**config.mk**
```make
export PLATFORM = sky130hd
export DESIGN_NAME = rsv_monitor
export DESIGN_NICKNAME = d
export VERILOG_FILES = /design/src/rtl/rsv_pkg.sv /design/src/rtl/rsv_resv_unit.sv /design/src/rtl/rsv_lock_unit.sv /design/src/rtl/rsv_fwd_unit.sv /design/src/rtl/rsv_monitor.sv
export SDC_FILE = /design/constraint.sdc
export NUM_CORES = 1
export LEC_CHECK = 0
export CAP_MARGIN = 10
export CORE_ASPECT_RATIO = 1.1
export CORE_MARGIN = 3
export CORE_UTILIZATION = 40
export DETAILED_ROUTE_END_ITERATION = 7
export DONT_BUFFER_PORTS = 1
export GPL_ROUTABILITY_DRIVEN = 0
export HOLD_SLACK_MARGIN = 0.15
export PLACE_DENSITY_LB_ADDON = 0.1
export REMOVE_ABC_BUFFERS = 1
export SYNTH_ARGS = -nofsm -noshare
export SYNTH_HDL_FRONTEND = slang
export SYNTH_HIERARCHICAL = 1
export SYNTH_SLANG_ARGS = --single-unit
```
**constraint.sdc**
```tcl
create_clock -name clk -period 3.2 [get_ports clk]
set_input_delay 0.32 -clock clk [delete_from_list [all_inputs] [get_ports clk]]
set_output_delay 0.32 -clock clk [all_outputs]
set_load 0.01 [all_outputs]
```
**src/rtl/rsv_pkg.sv**
```systemverilog
package rsv_pkg;
  typedef enum logic [2:0] {
    OP_LL      = 3'd0,
    OP_SC      = 3'd1,
    OP_ST      = 3'd2,
    OP_RMW_RD  = 3'd3,
    OP_RMW_WR  = 3'd4,
    OP_LOCK_RD = 3'd5,
    OP_LOCK_WR = 3'd6,
    OP_ST_ALT  = 3'd7
  } op_e;
endpackage

```
**src/rtl/rsv_resv_unit.sv**
```systemverilog
module rsv_resv_unit
  import rsv_pkg::*;
#(
  parameter int LINE_W = 26,
  parameter int RID_W  = 4
) (
  input  logic              clk,
  input  logic              rst_n,
  input  logic              cpl_valid,
  input  op_e               cpl_op,
  input  logic [LINE_W-1:0] cpl_line,
  input  logic [RID_W-1:0]  cpl_rid,
  input  logic              inv_valid,
  input  logic [LINE_W-1:0] inv_line,
  output logic              sc_done,
  output logic              sc_ok
);
  logic              rv_q, rv_d;
  logic [LINE_W-1:0] rline_q, rline_d;
  logic [RID_W-1:0]  rrid_q, rrid_d;
  logic              done_d, ok_d;
  logic              inv_hit, live, hit_line, hit_own;

  always_comb begin
    inv_hit  = inv_valid && rv_q && (inv_line == rline_q);
    live     = rv_q && !inv_hit;
    hit_line = live && (rline_q == cpl_line);
    hit_own  = hit_line && (rrid_q == cpl_rid);
    rv_d     = live;
    rline_d  = rline_q;
    rrid_d   = rrid_q;
    done_d   = 1'b0;
    ok_d     = 1'b0;
    if (cpl_valid) begin
      unique case (cpl_op)
        OP_LL: begin
          rv_d    = 1'b1;
          rline_d = cpl_line;
          rrid_d  = cpl_rid;
        end
        OP_SC: begin
          done_d = 1'b1;
          ok_d   = hit_own;
          if (hit_line) rv_d = 1'b0;
        end
        default: if (hit_own) rv_d = 1'b0;
      endcase
    end
  end

  always_ff @(posedge clk or negedge rst_n) begin
    if (!rst_n) begin
      rv_q    <= 1'b0;
      rline_q <= '0;
      rrid_q  <= '0;
      sc_done <= 1'b0;
      sc_ok   <= 1'b0;
    end else begin
      rv_q    <= rv_d;
      sc_done <= done_d;
      sc_ok   <= ok_d;
      if (cpl_valid && cpl_op == OP_LL) begin
        rline_q <= rline_d;
        rrid_q  <= rrid_d;
      end
    end
  end

  p_ll_sets_resv_r1: assert property (@(posedge clk) disable iff (!rst_n)
    (cpl_valid && cpl_op == OP_LL) |=> (rv_q && rline_q == $past(cpl_line) && rrid_q == $past(cpl_rid)));
  p_sc_clears_r3: assert property (@(posedge clk) disable iff (!rst_n)
    (cpl_valid && cpl_op == OP_SC && rv_q && rline_q == cpl_line) |=> !rv_q);
  p_inv_clears_r5: assert property (@(posedge clk) disable iff (!rst_n)
    (inv_valid && rv_q && inv_line == rline_q && !(cpl_valid && cpl_op == OP_LL)) |=> !rv_q);
  p_ok_needs_done_r2: assert property (@(posedge clk) disable iff (!rst_n)
    sc_ok |-> sc_done);
endmodule

```
**src/rtl/rsv_lock_unit.sv**
```systemverilog
module rsv_lock_unit
  import rsv_pkg::*;
#(
  parameter int LINE_W = 26
) (
  input  logic              clk,
  input  logic              rst_n,
  input  logic              cpl_valid,
  input  op_e               cpl_op,
  input  logic [LINE_W-1:0] cpl_line,
  output logic              blk_active,
  output logic [LINE_W-1:0] blk_line,
  output logic              proto_err
);
  logic              act_d, err_d, load_en;

  always_comb begin
    act_d   = blk_active;
    err_d   = 1'b0;
    load_en = 1'b0;
    if (cpl_valid && cpl_op == OP_LOCK_RD) begin
      if (blk_active) err_d = 1'b1;
      else begin
        act_d   = 1'b1;
        load_en = 1'b1;
      end
    end else if (cpl_valid && cpl_op == OP_LOCK_WR && blk_active && cpl_line == blk_line) begin
      act_d = 1'b0;
    end
  end

  always_ff @(posedge clk or negedge rst_n) begin
    if (!rst_n) begin
      blk_active <= 1'b0;
      blk_line   <= '0;
      proto_err  <= 1'b0;
    end else begin
      blk_active <= act_d;
      proto_err  <= err_d;
      if (load_en) blk_line <= cpl_line;
    end
  end

  p_lock_sets_r7: assert property (@(posedge clk) disable iff (!rst_n)
    (cpl_valid && cpl_op == OP_LOCK_RD && !blk_active) |=> (blk_active && blk_line == $past(cpl_line)));
  p_double_lock_r8: assert property (@(posedge clk) disable iff (!rst_n)
    (cpl_valid && cpl_op == OP_LOCK_RD && blk_active) |=> (proto_err && blk_active && $stable(blk_line)));
endmodule

```
**src/rtl/rsv_fwd_unit.sv**
```systemverilog
module rsv_fwd_unit
  import rsv_pkg::*;
#(
  parameter int LINE_W = 26
) (
  input  logic              clk,
  input  logic              rst_n,
  input  logic              cpl_valid,
  input  op_e               cpl_op,
  input  logic [LINE_W-1:0] cpl_line,
  output logic              fwd_valid,
  output logic              fwd_atomic,
  output logic [LINE_W-1:0] fwd_line
);
  logic atomic_d;

  always_comb atomic_d = (cpl_op == OP_LL) || (cpl_op == OP_SC);

  always_ff @(posedge clk or negedge rst_n) begin
    if (!rst_n) begin
      fwd_valid  <= 1'b0;
      fwd_atomic <= 1'b0;
      fwd_line   <= '0;
    end else begin
      fwd_valid <= cpl_valid;
      if (cpl_valid) begin
        fwd_atomic <= atomic_d;
        fwd_line   <= cpl_line;
      end
    end
  end

  p_fwd_follows_r6: assert property (@(posedge clk) disable iff (!rst_n)
    cpl_valid |=> (fwd_valid && fwd_line == $past(cpl_line)));
endmodule

```
**src/rtl/rsv_monitor.sv**
```systemverilog
module rsv_monitor
  import rsv_pkg::*;
#(
  parameter int LINE_W = 26,
  parameter int RID_W  = 4
) (
  input  logic              clk,
  input  logic              rst_n,
  input  logic              cpl_valid,
  input  logic [2:0]        cpl_op,
  input  logic [LINE_W-1:0] cpl_line,
  input  logic [RID_W-1:0]  cpl_rid,
  input  logic              inv_valid,
  input  logic [LINE_W-1:0] inv_line,
  output logic              sc_done,
  output logic              sc_ok,
  output logic              fwd_valid,
  output logic              fwd_atomic,
  output logic [LINE_W-1:0] fwd_line,
  output logic              blk_active,
  output logic [LINE_W-1:0] blk_line,
  output logic              proto_err
);
  op_e op;
  assign op = op_e'(cpl_op);

  rsv_resv_unit #(.LINE_W(LINE_W), .RID_W(RID_W)) u_resv (
    .clk, .rst_n, .cpl_valid, .cpl_op(op), .cpl_line, .cpl_rid,
    .inv_valid, .inv_line, .sc_done, .sc_ok
  );

  rsv_lock_unit #(.LINE_W(LINE_W)) u_lock (
    .clk, .rst_n, .cpl_valid, .cpl_op(op), .cpl_line,
    .blk_active, .blk_line, .proto_err
  );

  rsv_fwd_unit #(.LINE_W(LINE_W)) u_fwd (
    .clk, .rst_n, .cpl_valid, .cpl_op(op), .cpl_line,
    .fwd_valid, .fwd_atomic, .fwd_line
  );

  p_sc_timing_r2: assert property (@(posedge clk) disable iff (!rst_n)
    sc_done |-> $past(cpl_valid && cpl_op == 3'd1));
endmodule

```
==> metrics.txt <==
CP required=3.43 ns; Final Non-Filler Cells=492; Finished Core Util=0.489; RSZ-0062 raised after global routing=false; vias per cell=5.18; Post-synth ARST share=1.00; Slew @ Worst Pin=0.453 ns; Setup Viol. Count Final=0; Worst setup EP type=register; PnR worst setup slack=1.43 ns; Cell variety after synth=26; CTS Buf Count=9; initial core utilization=0.419; grt total ovfl=0; register bit total from synthesis=89; P&R area growth vs syn=16.7%; DRC=0; GRT Overall Usage=0.189; Port Buffers=0; static leakage=2.21 nW; Setup Skew=0.00738 ns; mux share of post-synthesis cell area=0.245; initial antenna violation count=0; Synth Cell Area=0.00443 mm²; Worst Path Arrival=1.99 ns; final worst path period share=0.552; Synth Area in Simple Gates=0.0590; met1 wire length=4.99 mm; post-detailed-route wirelength per cell=23.1 µm; Synth Flop Type=dfrtp_1; Final #Nets=409; Critical Path Sink=u_resv/rv_q; I/O pins=121; H-tree levels=3; Setup crit start=u_resv/rline_q[0]; Fmax=0.566 GHz; Synth area leader=dfrtp_1; critical path's slowest cell=dfrtp_1; post-CTS sizing=0; max incr delay on CP=0.41 ns; worst path cell trace=xor2_1 > nor4_1 > nand4_1 > nand4bb_1 > a31o_1; met2 WL post-DR=5.56 mm; Routed Antenna Nets=0; adder-cell share of the synthesized area=0; total length of routed met3 wires=741 µm; Syn. warnings=6; share of cells above drive strength 1=0.275; Synth Area in Compound Gates=0.00564; reg-to-reg setup timing slack=1.43 ns; vias in the first global route=2,785; setup bufs post-CTS=0; placed cells=443; Synth Area in XOR/XNOR=0.162; global-route wire length before repair=17.3 mm; die width=106 µm; RR Startpoint=u_resv/rline_q[0]; startpoint types=register; largest net degree at the start of global routing=90; relative slew slack=0.695; max layer used=met4; Setup TNS=0 ns; CP max FO=3; Worst Hold Class=input pin to register; max-slew violations=0; RR Endpoint=u_resv/rv_q; fin crit period=1.77 ns; Chip Height=116 µm; status=complete, no violations; hold violation count in the final report=0; clock latency on the worst-skew pair=0.33 ns; drt initial violations=97; ANT cells=0; DIE AREA=0.0124 mm²; Worst R2R Path Depth=5; Post-Syn Area per Cell=14.4 µm²; post-synth top area share=0.502; Rows=39; clk buf depth=2; Synth area leaders=dfrtp_1 (50%), mux2_4 (14%), xor2_1 (10%), mux2_2 (9.4%), xnor2_1 (6.1%); VDD IR max=0.241 mV; CTS sink cnt=89; EDFF count, synth=0; first drt pass iteration count=4; post-synthesis sequential area ratio=0.502; Post-CTS Hold Buffers=35; pre-CTS setup slack=1.19 ns; clk root buf=clkbuf_16; Max-cap violations=0; via count=2,550; CTS tree=done; Reg clk slew, reported paths=0.06 ns; power per cell area=636 mW/mm²; Core Area=0.0106 mm²; Detail Placement HPWL=7.19 mm; Gate Count Post-Synth=307; final wirelength=11.4 mm; main combinational cell family by area after synthesis=multiplexers; critical path class=register to register
## worst min path at each step
stage / cells after the start / endpoint / from
6_report: 1 / u_resv/sc_done / cpl_valid
5_1_grt: 1 / u_resv/sc_done / cpl_valid
4_1_cts: 1 / u_resv/sc_done / cpl_valid
3_5_place_dp: 0 / u_fwd/fwd_line[13] / rst_n
3_3_place_gp: 0 / u_fwd/fwd_line[13] / rst_n
2_1_floorplan: 0 / u_fwd/fwd_atomic / rst_n
## report_power, final
group / internal (mW) / switching (mW)
clock network: 0.617 / 0.427
registers: 1.34 / 0.286
logic: 0.398 / 0.231
total: 2.35 / 0.944
## cells in the mapped netlist (2+ instances only)
library cell	count
xor2_1	51
dfrtp_1	89
buf_12	4
nor2_1	4
mux2_2	37
buf_2	3
nand4_1	11
nor4_1	14
xnor2_1	31
buf_6	2
mux2_4	40
nor3_1	2
mux2_1	6
## sequential cells by signal, summed over array words and instances, names as in the netlist
signal,flops
u_resv/rv_q,1
u_fwd/fwd_atomic,1
u_fwd/fwd_line,26
u_resv/rrid_q,4
u_lock/proto_err,1
u_resv/sc_done,1
u_resv/rline_q,26
u_fwd/fwd_valid,1
u_resv/sc_ok,1
u_lock/blk_active,1
u_lock/blk_line,26
## per-stage QoR
| stage | power, mW | cell area (µm²) | hold slack, ns |
|---|---|---|---|
| 3_5_place_dp | 2.19 | 4510 | 0.0275 |
| 2_1_floorplan | 2.05 | 4320 | 0.0244 |
| 4_1_cts | 3.34 | 5180 | 0.159 |
| 5_1_grt | 3.46 | 5180 | 0.188 |
| 3_3_place_gp | 2.18 | 4510 | 0.0278 |
| 6_report | 3.29 | 5180 | 0.181 |
## cell type report
type                       instances  area [µm²]
clock buffer                      11         243
clock inverter                     3        42.5
fill                             944        5410
multi-input combinational        209        2090
sequential                        89        2230
tap                              143         179
timing repair buffer              37         393
## logic make-up (layout without fill, tap and decap cells)
kind of cell / count (synthesis) / after routing
buffers and inverters: 9 / 51
multiplexers: 83 / 83
XOR/XNOR: 82 / 82
AND/OR/NAND/NOR: 41 / 41
flip-flops: 89 / 89
AO/OA/AOI/OAI: 3 / 3
## cell usage in the layout, fill, tap and decap left out
master	n
nand3_1	1
nor2_1	3
clkbuf_8	1
xor2_1	51
mux2_1	6
nand2_1	1
o22a_1	1
and3_1	1
a31o_1	1
clkbuf_16	9
nand4bb_1	1
nor2_2	1
nand4b_1	1
mux2_2	37
xnor2_1	31
clkinvlp_4	1
dfrtp_1	89
buf_12	1
and2_1	1
dlygate4sd3_1	33
clkbuf_1	1
nor2b_1	1
nor4_1	14
mux2_4	40
clkinv_2	1
and4b_1	1
buf_16	1
o21a_1	1
buf_4	2
bufinv_16	1
nor3_1	2
nor2b_4	1
and4_1	1
nand4_1	11
## routing by layer
layer | up-vias | global-route usage
met5 | - | 0
met4 | 0 | 0.0570
met3 | 7 | 0.0558
met2 | 87 | 0.302
met1 | 1297 | 0.251
li1 | 1159 | -
## critical path, delay by kind of cell (launching register included)
kind | cells | cell delay [ns]
AOI/OAI and AO/OA | 1 | 0.22
and+or+nand+nor | 3 | 0.86
DFF | 1 | 0.41
xor gates and xnor gates | 1 | 0.17
Power figures use the tool's default switching activity.
